File: src/rtl/bsel_pkg.sv
package bsel_pkg;
  // Sampled bus control lines, 1 = asserted
  typedef struct packed {
    logic sel;
    logic bsy;
    logic rst;
  } bus_ctl_t;

  typedef enum logic {
    QUAL_DEFAULT = 1'b0,
    QUAL_FAST    = 1'b1
  } qual_mode_e;
endpackage

File: src/rtl/bsel_match.sv
module bsel_match #(
  parameter int ID_W  = 8,
  localparam int IDX_W = $clog2(ID_W),
  localparam int CW    = $clog2(ID_W + 1)
) (
  input  logic [ID_W-1:0]  data_i,
  input  logic [ID_W-1:0]  enable_i,
  output logic             match_o,
  output logic [IDX_W-1:0] idx_o
);
  logic [ID_W-1:0] hit_bits;
  logic [CW-1:0]   n_all;
  logic [CW-1:0]   n_hit;

  assign hit_bits = data_i & enable_i;

  always_comb begin
    n_all = '0;
    n_hit = '0;
    idx_o = '0;
    for (int i = 0; i < ID_W; i++) begin
      n_all = n_all + CW'(data_i[i]);
      n_hit = n_hit + CW'(hit_bits[i]);
      if (hit_bits[i]) idx_o = IDX_W'(i);
    end
  end

  // one enabled ID, plus at most one other (initiator) bit
  assign match_o = (n_hit == CW'(1)) && (n_all <= CW'(2));
endmodule

File: src/rtl/bsel_qual_timer.sv
module bsel_qual_timer #(
  parameter int DEF_QUAL  = 43,
  parameter int FAST_QUAL = 5,
  localparam int MAXQ  = (DEF_QUAL > FAST_QUAL) ? DEF_QUAL : FAST_QUAL,
  localparam int CNT_W = $clog2(MAXQ + 1)
) (
  input  logic clk,
  input  logic rst_n,
  input  logic cond_i,
  input  bsel_pkg::qual_mode_e mode_i,
  output logic expire_o
);
  localparam logic [CNT_W-1:0] DEF_M1  = CNT_W'(DEF_QUAL - 1);
  localparam logic [CNT_W-1:0] FAST_M1 = CNT_W'(FAST_QUAL - 1);
  localparam logic [CNT_W-1:0] CNT_MAX = CNT_W'(MAXQ);

  logic [CNT_W-1:0] cnt_q, cnt_d;
  logic             cnt_en;
  logic [CNT_W-1:0] last;

  assign last     = (mode_i == bsel_pkg::QUAL_FAST) ? FAST_M1 : DEF_M1;
  assign expire_o = cond_i && (cnt_q == last);

  always_comb begin
    cnt_d  = cnt_q;
    cnt_en = 1'b0;
    if (!cond_i) begin
      cnt_en = (cnt_q != '0);
      cnt_d  = '0;
    end else if (cnt_q != CNT_MAX) begin
      cnt_en = 1'b1;
      cnt_d  = cnt_q + CNT_W'(1);
    end
  end

  always_ff @(posedge clk or negedge rst_n) begin
    if (!rst_n)      cnt_q <= '0;
    else if (cnt_en) cnt_q <= cnt_d;
  end
endmodule

File: src/rtl/bsel_status.sv
module bsel_status #(
  parameter int IDX_W = 3
) (
  input  logic             clk,
  input  logic             rst_n,
  input  logic             expire_i,
  input  logic [IDX_W-1:0] idx_i,
  input  logic             bus_rst_i,
  input  logic             ack_i,
  input  logic             bsy_wr_i,
  input  logic             bsy_wdata_i,
  output logic             selected_o,
  output logic [IDX_W-1:0] sel_id_o,
  output logic             bus_reset_o,
  output logic             irq_o,
  output logic             bsy_drive_o
);
  logic             sel_q, sel_d;
  logic [IDX_W-1:0] id_q;
  logic             brs_q, brs_d;
  logic             irq_q, irq_d;
  logic             bsy_q, bsy_d;
  logic             rst_seen_q;
  logic             rst_rise, take;

  assign rst_rise = bus_rst_i && !rst_seen_q;
  assign take     = expire_i && !sel_q;

  always_comb begin
    sel_d = sel_q;
    if (bus_rst_i)  sel_d = 1'b0;
    else if (take)  sel_d = 1'b1;
    else if (ack_i) sel_d = 1'b0;

    brs_d = brs_q;
    if (rst_rise)   brs_d = 1'b1;
    else if (ack_i) brs_d = 1'b0;

    irq_d = take || rst_rise;

    bsy_d = bsy_q;
    if (bus_rst_i)     bsy_d = 1'b0;
    else if (bsy_wr_i) bsy_d = bsy_wdata_i;
  end

  always_ff @(posedge clk or negedge rst_n) begin
    if (!rst_n) begin
      sel_q      <= 1'b0;
      id_q       <= '0;
      brs_q      <= 1'b0;
      irq_q      <= 1'b0;
      bsy_q      <= 1'b0;
      rst_seen_q <= 1'b0;
    end else begin
      sel_q      <= sel_d;
      brs_q      <= brs_d;
      irq_q      <= irq_d;
      bsy_q      <= bsy_d;
      rst_seen_q <= bus_rst_i;
      if (take) id_q <= idx_i;
    end
  end

  assign selected_o  = sel_q;
  assign sel_id_o    = id_q;
  assign bus_reset_o = brs_q;
  assign irq_o       = irq_q;
  assign bsy_drive_o = bsy_q;
endmodule

File: src/rtl/bus_select_detector.sv
module bus_select_detector #(
  parameter int ID_W      = 8,
  parameter int DEF_QUAL  = 43,
  parameter int FAST_QUAL = 5,
  localparam int IDX_W = $clog2(ID_W)
) (
  input  logic             clk,
  input  logic             rst_n,
  input  logic             bus_sel_i,
  input  logic             bus_bsy_i,
  input  logic             bus_rst_i,
  input  logic [ID_W-1:0]  bus_data_i,
  input  logic [ID_W-1:0]  id_enable_i,
  input  logic             fast_qual_i,
  input  logic             ack_i,
  input  logic             bsy_wr_i,
  input  logic             bsy_wdata_i,
  output logic             selected_o,
  output logic [IDX_W-1:0] sel_id_o,
  output logic             bus_reset_o,
  output logic             irq_o,
  output logic             bsy_drive_o
);
  import bsel_pkg::*;

  bus_ctl_t         ctl;
  qual_mode_e       mode;
  logic             id_match;
  logic [IDX_W-1:0] id_idx;
  logic             qualify;
  logic             expire;

  assign ctl     = '{sel: bus_sel_i, bsy: bus_bsy_i, rst: bus_rst_i};
  assign mode    = fast_qual_i ? QUAL_FAST : QUAL_DEFAULT;
  assign qualify = ctl.sel && !ctl.bsy && !ctl.rst && id_match;

  bsel_match #(.ID_W(ID_W)) u_match (
    .data_i   (bus_data_i),
    .enable_i (id_enable_i),
    .match_o  (id_match),
    .idx_o    (id_idx)
  );

  bsel_qual_timer #(.DEF_QUAL(DEF_QUAL), .FAST_QUAL(FAST_QUAL)) u_timer (
    .clk      (clk),
    .rst_n    (rst_n),
    .cond_i   (qualify),
    .mode_i   (mode),
    .expire_o (expire)
  );

  bsel_status #(.IDX_W(IDX_W)) u_status (
    .clk         (clk),
    .rst_n       (rst_n),
    .expire_i    (expire),
    .idx_i       (id_idx),
    .bus_rst_i   (bus_rst_i),
    .ack_i       (ack_i),
    .bsy_wr_i    (bsy_wr_i),
    .bsy_wdata_i (bsy_wdata_i),
    .selected_o  (selected_o),
    .sel_id_o    (sel_id_o),
    .bus_reset_o (bus_reset_o),
    .irq_o       (irq_o),
    .bsy_drive_o (bsy_drive_o)
  );
endmodule

File: config.mk
export PLATFORM = sky130hd
export DESIGN_NAME = bus_select_detector
export DESIGN_NICKNAME = d
export VERILOG_FILES = /design/src/rtl/bsel_pkg.sv /design/src/rtl/bsel_match.sv /design/src/rtl/bsel_qual_timer.sv /design/src/rtl/bsel_status.sv /design/src/rtl/bus_select_detector.sv
export SDC_FILE = /design/constraint.sdc
export NUM_CORES = 1
export LEC_CHECK = 0
export BUFFER_PORTS_ARGS = -buffer_cell sky130_fd_sc_hd__buf_2
export CORE_ASPECT_RATIO = 0.8
export CORE_MARGIN = 3
export CORE_UTILIZATION = 35
export DETAILED_ROUTE_END_ITERATION = 10
export PLACE_DENSITY = 0.57
export SLEW_MARGIN = 20
export SYNTH_ARGS = -nofsm -noshare
export SYNTH_HDL_FRONTEND = slang
export SYNTH_SLANG_ARGS = --single-unit
File: constraint.sdc
create_clock -name clk -period 3 [get_ports clk]
set_input_delay 0.45 -clock clk [delete_from_list [all_inputs] [get_ports clk]]
set_output_delay 0.45 -clock clk [all_outputs]
set_load 0.02 [all_outputs]
Word-level counts from Yosys, hierarchy flattened --
Cells that the tools add are included.
Word-level totals: register bits 14, latch bits 0, bits in writable memories 0, memory bits (read-only) 0, input port bits 25, output and inout bits 7, word-level logic and storage cells 64, memories kept 0
Cells by class: $add $sub $neg 15, $mul 0, divide/modulo/power cells 0, order comparisons 1, equality and inequality tests 4, shifts and indexed selects 0, multiplexer cells 19, bitwise logic cells 1, reductions and logical operators 17
Operator list (number):
- adder 4 x 1 -> 4 bit | 12
- 2-to-1 mux 6 bit | 3
- 2-to-1 mux 3 bit | 4
- 2-to-1 mux 1 bit | 10
- bitwise AND 8 bit | 1
- logical AND 1 bit | 7
- adder 6 x 1 -> 6 bit, second input constant | 1
- == test 6 bit | 1
- inequality test 6 bit, second input constant | 1
- nonzero test 6 bit | 1
- adder 1 x 1 -> 2 bit | 2
- == test 4 x 1 -> 1 bit, second input constant | 1
- less-or-equal comparator 4 x 2 -> 1 bit, second input constant | 1
- zero test 1 bit | 4
- 2-to-1 mux 2 bit | 2
- nonzero test 2 bit | 2
- nonzero test 3 bit | 1
- inequality test 2 bit, second input constant | 1
- AND reduction 2 bit | 1
- logical OR 1 bit | 1

Depth between registers and ports, before layout --
Gate-level depths: netlist (run 1).
depth in word-level cells 15, depth in mapped cells 13, depth with buffers taken out 13

Cells and area by module --
From an unflattened synthesis (run 1), not the netlist that was laid out.
Second synthesis, totals: cells, all modules 115, area, all modules 1144.8 um^2
Modules (own cells, without submodules):
- bsel_match | instances 1, cells each 53, area an instance 432.9 um^2, sequential area each 0.0 um^2
- bsel_qual_timer | instances 1, cells each 40, area an instance 390.4 um^2, sequential area each 150.1 um^2
- bsel_status | instances 1, cells each 21, area an instance 309.0 um^2, sequential area each 200.2 um^2
- bus_select_detector | instances 1, cells each 1, area an instance 12.5 um^2, sequential area each 0.0 um^2

Least setup slack after synthesis (run 1) --
No wires, ideal clock.
path kind in2reg, start input port bus_data_i[0], end register u_status.id_q[2] (netlist: u_status.sel_id_o[2]), setup time 129 ps, arrival 4014 ps, data required time 2871 ps, path slack -1143 ps, cell stages on the path 12, path buffers 0, cell sequence and2_1 > ha_1 > fa_1 > fa_1 > inv_1 > fa_1 > fa_1 > nand2_1 > o2111ai_1 > a2111oi_4 > nand2_4 > o41a_1
Between the ends: cells in the longest elaborated chain, start to end 13, elaborated cells between the ends (all ways) 21, classes of those cells add/sub: 14; order compare: 1; eq/ne: 1; bitwise: 1; reduce/logical: 4
RTL lines:
- start, declared | line bus_select_detector.sv:12 | input logic [ID_W-1:0] bus_data_i,
- parallel branches: the longest is 9 deep, another holds adder 4 x 1 -> 4 bit
- logical AND 1 bit (*) | line bsel_match.sv:29 | assign match_o = (n_hit == CW'(1)) && (n_all <= CW'(2));
- logical AND 1 bit (*) | line bus_select_detector.sv:35 | assign qualify = ctl.sel && !ctl.bsy && !ctl.rst && id_match;
- logical AND 1 bit (*) | line bsel_qual_timer.sv:22 | assign expire_o = cond_i && (cnt_q == last);
- logical AND 1 bit (*) | line bsel_status.sv:27 | assign take = expire_i && !sel_q;
- end signal, assigned | line bsel_status.sv:60 | if (take) id_q <= idx_i;
- end, declared | line bsel_status.sv:19 | logic [IDX_W-1:0] id_q;
Mark *: on every way between the ends. A chain may end at the register's enable or synchronous reset.

Final worst setup path (run 1) --
Same ends and word-level chain as after synthesis.

==> flow_summary.ini, run 1 <==
[floorplan]
io_pins = 32
rows = 17
die_y_um = 56.17
die_w_um = 68.71
die-area_um2 = 3859
core-area_um2 = 2872
initial_core_util_pct = 38.34

[finish]
drive_above_1_share_pct = 41.40
final_cells = 195
antenna_cells = 0
fill_cells = 279
fin_nets = 200
area_growth_pct = 36.59

[global_routing]
gr-usage-met3_pct = 3.434
grt_util_met2_pct = 25.31
grt_pass1_vias = 1002
grt_overflow = 0
grt_pass1_wl_um = 4450
gr-usage-met1_pct = 19.50
top_usage_layer = met2
grtUsageTotal_pct = 15.24
grt_max_degree = 15
grt_antenna_before_repair = 0

[synthesis]
synth_common_cells = inv_1 (21), dfrtp_1 (14), nand2_1 (11)
synthDistinctLibCells = 29
ys_ff_latch = 14
synth-edff-count = 0
yosysTopAreaCell = dfrtp_1
post-synth-top-area-fraction_pct = 31.82
yosysWarnings = 0
synth_area_per_cell_um2 = 9.831
ys_seq_area_share_pct = 31.82
synth.most_common_cell = inv_1
postSynthCellCount = 112
ys.flop_type = dfrtp_1
synth_area_um2 = 1101
synthArstFlopShare_pct = 100.0
synth_area_leaders = dfrtp_1 (32%), fa_1 (15%), ha_1 (9.1%)
synth_nets = 153

[sta]
slew_headroom_pct = 64.38
skew_ns = 0.002261
drv_slew = 0
finalCritPeriodShare_pct = 120.5
finalHoldViolations = 0
worst_slew_pin_slew_ns = 0.5332
grt_setup_unrepaired = yes
max_freq_mhz = 276.7
layout_min_cycle_time_ns = 3.615
setup_viol = 11
setup_slack_ns = -0.6146

[critical_path]
cp.required_ns = 3.12
cp_max_fo = 4
endpoint_kind = flop
start_kind = input pin
critical_path_class = in -> reg
arrival_ns = 3.73

[routing]
vias = 924
viasPerCell = 4.738
totalWireLength_um = 2470
routedWlPerCell_um = 12.67
drc = 0
drtIter0Drc = 26
first_pass_iters = 3
antenna_left = 0

[cts]
cts_tree = yes
clockBufferDepth = 2
clk_pin_slew_ns = 0.05
cts-root-buf = clkbuf_8
cts_max_level = 1
cts_inserted_buffers = 3
insertion_delay_ns = 0.24
clkSinkCount = 14
postCtsHoldBufs = 0

[job]
cap_violations = 0

[status]
violations = negative setup slack
status = complete, but fails checks

[pwr]
power_uw = 546.9
p_leak_nw = 0.7890
power.density_nw_per_um2 = 363.6
peakVddDrop_mv = 0.2209

[placement]
port_buffers = 31
place_hpwl_um = 2103
gp_congestion = 0.7941
numPlacedInstances = 191

[hold_path]
hold_path.class = in -> async
==> layout make-up <==
class	instances	area, µm²	share of cell area [%]
clock buffer	3	41.29	2.745
tap	38	47.55	3.161
multi-input combinational	77	735.7	48.92
timing repair buffer	42	250.2	16.64
sequential	14	350.3	23.29
inverter	21	78.83	5.241
==> per-layer routing <==
layer,share of wire (%),up-vias
met4,1.0,0
met2,50,26
met1,44,436
li1,-,460
met3,4.9,2
met5,0,-
==> critical path, cell delays in order <==
cell,delay (ns)
buf_6,0.10
and2_4,0.16
ha_4,0.26
fa_1,0.42
fa_1,0.49
inv_1,0.05
fa_2,0.35
fa_2,0.36
nand2_2,0.08
o2111ai_2,0.14
a2111oi_4,0.29
buf_4,0.19
nand2_4,0.07
o41a_1,0.33
==> logic make-up (layout without fill, tap and decap cells) <==
family,Yosys count,in the layout,synth area share [%]
AND/OR/NAND/NOR,38,38,17.95
adder cells (fa/ha/maj),16,16,23.64
buffers and inverters,21,66,7.159
multiplexers,5,5,4.886
flip-flops,14,14,31.82
XOR/XNOR,4,4,3.181
AO/OA/AOI/OAI,14,14,11.36
==> through the flow <==
stage / TNS [ns] / util, % / instance area, µm² / worst slack (ns) / hold WS (ns)
6_report: -5.670 / 52.37 / 1504 / -0.6146 / 0.1008
5_1_grt: -6.957 / 52.37 / 1504 / -0.7291 / 0.1210
4_1_cts: -5.522 / 52.29 / 1501 / -0.6021 / 0.1061
3_5_place_dp: -9.673 / 49.02 / 1408 / -0.9745 / 0.3679
3_3_place_gp: -8.981 / 49.02 / 1408 / -0.9094 / 0.3618
2_1_floorplan: -7.345 / - / 1130 / -0.8300 / 0.1544
==> repair_timing <==
item | 4_1_cts | 5_1_grt
resized for setup | 14 | 1
endpoints found under the setup margin | 11 | 11
pin swaps | 3 | 0
setup buffers | 1 | 0
==> flip-flops by register name, indices dropped and copies added (netlist names) <==
name / cells
u_status.bsy_drive_o: 1
u_status.bus_reset_o: 1
u_status.irq_o: 1
u_status.rst_seen_q: 1
u_status.sel_id_o: 3
u_status.selected_o: 1
u_timer.cnt_q: 6
==> placed cells by master (no fill, tap or decap) <==
| cell | netlist | final |
|---|---|---|
| a2111oi_2 | 1 | 1 |
| a2111oi_4 | 1 | 1 |
| a211o_1 | 1 | 1 |
| a21o_1 | 1 | 1 |
| a21oi_1 | 2 | 2 |
| a311o_1 | 1 | 1 |
| a31oi_1 | 1 | 1 |
| and2_1 | 5 | 4 |
| and2_4 | 0 | 1 |
| and4bb_1 | 1 | 1 |
| buf_2 | 0 | 29 |
| buf_4 | 0 | 11 |
| buf_6 | 0 | 2 |
| clkbuf_8 | 0 | 3 |
| dfrtp_1 | 14 | 14 |
| fa_1 | 8 | 5 |
| fa_2 | 0 | 3 |
| ha_1 | 8 | 6 |
| ha_4 | 0 | 2 |
| inv_1 | 21 | 18 |
| inv_2 | 0 | 3 |
| mux2_4 | 0 | 3 |
| mux2i_1 | 2 | 2 |
| nand2_1 | 11 | 9 |
| nand2_2 | 0 | 2 |
| nand2_4 | 1 | 1 |
| nand2b_1 | 4 | 4 |
| nand3_1 | 4 | 4 |
| nand3b_1 | 1 | 1 |
| nand4_1 | 2 | 2 |
| nor2_1 | 8 | 8 |
| nor2b_2 | 0 | 1 |
| o2111ai_2 | 0 | 1 |
| o21ai_0 | 3 | 3 |
| o21ai_2 | 0 | 1 |
| o41a_1 | 1 | 1 |
| xnor2_1 | 4 | 4 |
==> worst paths after layout <==
| path | slack (ns) | endpoint | depth (start not counted) | start |
|---|---|---|---|---|
| worst min-delay path | 0.10 | u_timer.cnt_q[1] | 1 | rst_n |
| worst min register to register | 0.52 | u_status.sel_id_o[0] | 1 | u_status.sel_id_o[0] |
| worst max register to register | 1.07 | u_status.sel_id_o[2] | 5 | u_timer.cnt_q[2] |
| worst max-delay path | -0.61 | u_status.sel_id_o[2] | 14 | bus_data_i[0] |
| max in group asynchronous | 2.65 | u_status.bsy_drive_o | 1 | rst_n |
| min in group clk | 0.38 | u_status.rst_seen_q | 1 | bus_rst_i |
==> power breakdown <==
group | switching, mW | total [mW] | internal, mW
Combinational | 0.0972 | 0.195 | 0.0979
Sequential | 0.00735 | 0.204 | 0.197
Clock | 0.0593 | 0.148 | 0.0885
No activity file was read; power rests on OpenSTA's default activity.
==> run 2: changes to the inputs <==
--- a/config.mk
+++ b/config.mk
@@ -8,9 +8,9 @@
 export BUFFER_PORTS_ARGS = -buffer_cell sky130_fd_sc_hd__buf_2
 export CORE_ASPECT_RATIO = 0.8
 export CORE_MARGIN = 3
-export CORE_UTILIZATION = 35
+export CORE_UTILIZATION = 55
 export DETAILED_ROUTE_END_ITERATION = 10
-export PLACE_DENSITY = 0.57
+export PLACE_DENSITY = 0.83
 export SLEW_MARGIN = 20
 export SYNTH_ARGS = -nofsm -noshare
 export SYNTH_HDL_FRONTEND = slang
==> flow_summary.ini, run 2 (synthesis gave the netlist of run 1 again) <==
[pwr]
p_leak_nw = 0.7943
power_uw = 563.7
peakVddDrop_mv = 0.3497
power.density_nw_per_um2 = 377.3

[floorplan]
io_pins = 32
die_w_um = 56.03
core-area_um2 = 1757
die-area_um2 = 2578
rows = 13
initial_core_util_pct = 62.68
die_y_um = 46.02

[global_routing]
grt_antenna_before_repair = 0
grt_pass1_wl_um = 4767
grt_max_degree = 15
grtUsageTotal_pct = 25.81
grt_pass1_vias = 1055
grt_overflow = 0

[sta]
setup_slack_ns = -0.7161
skew_ns = 0.001657
finalCritPeriodShare_pct = 123.9
drv_slew = 0
finalHoldViolations = 0
max_freq_mhz = 269.1
worst_hold_slack_ns = 0.02539
grt_setup_unrepaired = yes
setup_viol = 11
worst_slew_pin_slew_ns = 0.5308
layout_min_cycle_time_ns = 3.716
slew_headroom_pct = 64.55

[cts]
clk_pin_slew_ns = 0.09
insertion_delay_ns = 0.30
cts-root-buf = clkbuf_4
postCtsHoldBufs = 0
clkSinkCount = 14
cts_inserted_buffers = 3
cts_max_level = 1
clockBufferDepth = 2
cts_tree = yes

[placement]
gp_congestion = 0.8112
port_buffers = 31
place_hpwl_um = 2207
dp_slack_ns = -1.017

[routing]
drtIter0Drc = 35
drc = 0
antenna_left = 0
vias = 1003
totalWireLength_um = 3236
routedWlPerCell_um = 17.88
viasPerCell = 5.541
first_pass_iters = 4

[critical_path]
critical_path_class = in -> reg
arrival_ns = 3.90
cp_max_fo = 4
cp.required_ns = 3.19
start_kind = input pin
endpoint_kind = flop

[finish]
drive_above_1_share_pct = 42.14
final_common_cell = buf_2
fin_nets = 201
area_growth_pct = 35.68
antenna_cells = 0
largest_reg_flops = 6
top_register = u_timer.cnt_q
layout_common_cells = buf_2 (29), inv_1 (18), dfrtp_1 (14), buf_4 (11)

[status]
violations = negative setup slack
status = complete, but fails checks

[job]
cap_violations = 0

[hold_path]
hold_path.class = in -> async
run 2: worst max-delay path, stage by stage:
cell and delay (ns):
buf_8 0.10, and2_4 0.15, ha_4 0.25, fa_1 0.41, fa_1 0.51, inv_2 0.04, fa_2 0.36, fa_2 0.54
nand3b_1 0.13, a2111oi_4 0.48, nand2_4 0.12, o41a_1 0.34
run 2: cell type report:
type	instances	area (µm²)
Multi-Input combinational cell	77	735.7
Sequential cell	14	350.3
Timing Repair Buffer	43	265.3
Fill cell	100	262.8
Inverter	21	78.83
Clock buffer	4	36.28
Tap cell	22	27.53
run 2: layer usage:
| metal | GRT usage (%) | vias to the layer above | routed length [µm] |
|---|---|---|---|
| li1 | - | 460 | - |
| met1 | 27.58 | 478 | 1197 |
| met2 | 48.02 | 44 | 1649 |
| met3 | 9.348 | 21 | 198 |
| met4 | 9.479 | 0 | 190 |
| met5 | 0 | - | 0 |
run 2: path summary, 6_finish.rpt:
check | startpoint | to | slack, ns | depth (start not counted)
worst max-delay path | bus_data_i[0] | u_status.sel_id_o[2] | -0.72 | 12
worst min-delay path | rst_n | u_timer.cnt_q[1] | 0.03 | 1
worst max register to register | u_timer.cnt_q[2] | u_status.sel_id_o[2] | 1.03 | 5
worst min register to register | u_status.rst_seen_q | u_status.irq_o | 0.53 | 2
max in group asynchronous | rst_n | u_status.sel_id_o[1] | 2.74 | 1
min in group clk | bus_rst_i | u_status.rst_seen_q | 0.32 | 1
run 2: power breakdown:
| group | total (mW) | leakage [nW] | internal (mW) | switching (mW) |
|---|---|---|---|---|
| logic | 0.214 | 0.584 | 0.103 | 0.111 |
| clock network | 0.145 | 0.0210 | 0.0742 | 0.0711 |
| registers | 0.204 | 0.189 | 0.196 | 0.00785 |
| total | 0.564 | 0.794 | 0.373 | 0.190 |
run 2: timing repair:
item / CTS / global route
pin swaps: 2 / 3
gates resized for setup: 8 / 8
buffers inserted: 0 / 3
setup endpoints to repair: 11 / 11
run 2: through the flow:
| step | setup TNS [ns] | cells | utilization, % | cell area (µm²) |
|---|---|---|---|---|
| after floorplan | -7.345 | 112 | - | 1130 |
| after global placement | -9.210 | 174 | 78.56 | 1380 |
| after detailed placement | -10.09 | 174 | 78.56 | 1380 |
| after CTS | -6.292 | 178 | 81.77 | 1436 |
| after global routing | -8.002 | 181 | 85.04 | 1494 |
| final | -7.050 | 181 | 85.04 | 1494 |
==> run 3: changes to the inputs <==
--- a/config.mk
+++ b/config.mk
@@ -8,9 +8,9 @@
 export BUFFER_PORTS_ARGS = -buffer_cell sky130_fd_sc_hd__buf_2
 export CORE_ASPECT_RATIO = 0.8
 export CORE_MARGIN = 3
-export CORE_UTILIZATION = 55
+export CORE_UTILIZATION = 51
 export DETAILED_ROUTE_END_ITERATION = 10
-export PLACE_DENSITY = 0.83
+export PLACE_DENSITY = 0.78
 export SLEW_MARGIN = 20
 export SYNTH_ARGS = -nofsm -noshare
 export SYNTH_HDL_FRONTEND = slang
==> constraint.sdc (replaced) <==
create_clock -name clk -period 3.8 [get_ports clk]
set_input_delay 0.57 -clock clk [delete_from_list [all_inputs] [get_ports clk]]
set_output_delay 0.57 -clock clk [all_outputs]
set_load 0.02 [all_outputs]
==> flow_summary.ini, run 3 (synthesis gave the netlist of run 1 again) <==
[job]
cap_violations = 0

[sta]
setup_tns_ns = 0
drv_slew = 0
finalHoldViolations = 0
grt_setup_unrepaired = yes
setup_viol = 0
skew_ns = 0.006928
layout_min_cycle_time_ns = 3.761
slew_headroom_pct = 65.93
worst_hold_slack_ns = 0.1726
setup_slack_ns = 0.03909
finalCritPeriodShare_pct = 98.97
max_freq_mhz = 265.9
worst_slew_pin_slew_ns = 0.5101

[finish]
final_common_cell = buf_2
top_register = u_timer.cnt_q
fin_nets = 197
antenna_cells = 0
final_area_um2 = 1461
layout_common_cells = buf_2 (29), inv_1 (17), dfrtp_1 (14), nand2_1 (9), nor2_1 (8)
postLayoutCoreUtil_pct = 74.49
area_growth_pct = 32.73
drive_above_1_share_pct = 40.26
final_cells = 178
largest_reg_flops = 6

[global_routing]
grt_max_degree = 15
grt_overflow = 0
grt_pass1_wl_um = 3939
grt_antenna_before_repair = 0
grt_pass1_vias = 927
grtUsageTotal_pct = 19.04

[critical_path]
arrival_ns = 3.97
reg2regPathDepth = 5
critical_path_class = in -> reg
start_kind = input pin
endpoint_kind = flop
cp.required_ns = 4.01
cp_max_fo = 6

[floorplan]
io_pins = 32
die_y_um = 47.56
initial_core_util_pct = 56.12
rows = 14
die_w_um = 57.95
die-area_um2 = 2756
core-area_um2 = 1962

[routing]
wl_met3_um = 79
m1WireLength_um = 1100
totalWireLength_um = 2504
viasPerCell = 5.191
antenna_left = 0
routedWlPerCell_um = 14.07
dr.max_layer_used = met4
vias = 924
first_pass_iters = 4
drtIter0Drc = 33
drc = 0
dr_wl_met2_um = 1293

[cts]
postCtsHoldBufs = 0
cts_inserted_buffers = 3
clockBufferDepth = 2
cts_tree = yes
cts-root-buf = clkbuf_4
cts_max_level = 1
clk_pin_slew_ns = 0.08
clkSinkCount = 14
insertion_delay_ns = 0.27

[placement]
numPlacedInstances = 174
place_hpwl_um = 2005
dp_slack_ns = -0.3237
port_buffers = 31
gp_congestion = 0.8494
post_dp_cell_area_um2 = 1368

[pwr]
peakVddDrop_mv = 0.2423
power.density_nw_per_um2 = 272.6
power_uw = 398.4
p_leak_nw = 0.7679

[hold_path]
hold_path.class = in -> async

[status]
status = complete, no violations
[run 3: cell count changes in the layout (fill, tap and decap cells not counted), sizes merged]
cell / previous run / this run
clkbuf: 4 / 3
buf: 43 / 39
[run 3: path summary, 6_finish.rpt]
check                               startpoint                    to  slack (ns)
max                              bus_data_i[0]  u_status.sel_id_o[2]        0.04
min                                      rst_n      u_timer.cnt_q[5]        0.17
max reg2reg                   u_timer.cnt_q[2]  u_status.sel_id_o[2]        1.86
min reg2reg                u_status.rst_seen_q        u_status.irq_o        0.51
max in group asynchronous                rst_n   u_status.rst_seen_q        3.38
min in group clk                     bus_rst_i   u_status.rst_seen_q        0.47
[run 3: critical path, stage by stage]
cell and delay (ns):
buf_8 0.10, and2_4 0.16, ha_4 0.26, fa_1 0.41, fa_1 0.51, inv_2 0.04
fa_2 0.35, fa_2 0.39, nand2_2 0.11, o2111ai_4 0.13, a2111oi_4 0.28, buf_4 0.19
buf_4 0.11, buf_6 0.10, a21o_1 0.12, o41a_1 0.14
[run 3: cell type report]
cell class	instances	area [µm²]
inverters	21	78.83
flip-flops and latches	14	350.3
fillers	141	500.5
multi-input cells	77	744.5
well taps	24	30.03
repair buffers	39	235.2
clock buffers	3	22.52
[run 3: where the power goes]
part | switching (mW) | internal (mW) | total [mW]
Clock | 0.0437 | 0.0367 | 0.0804
Combinational | 0.0813 | 0.0758 | 0.157
Sequential | 0.00618 | 0.155 | 0.161
Total | 0.131 | 0.267 | 0.398
[run 3: routing by layer]
metal	up-vias	track usage [%]
met5	-	0
met4	0	6.019
met3	5	4.313
met2	19	33.33
met1	445	24.01
li1	455	-
[run 3: repair_timing]
| item | CTS | global route |
|---|---|---|
| setup buffers | 1 | 0 |
| endpoints found under the setup margin | 5 | 6 |
| endpoints found under the hold margin | 0 | 0 |
| resized for setup | 7 | 11 |
| pin swaps | 7 | 8 |
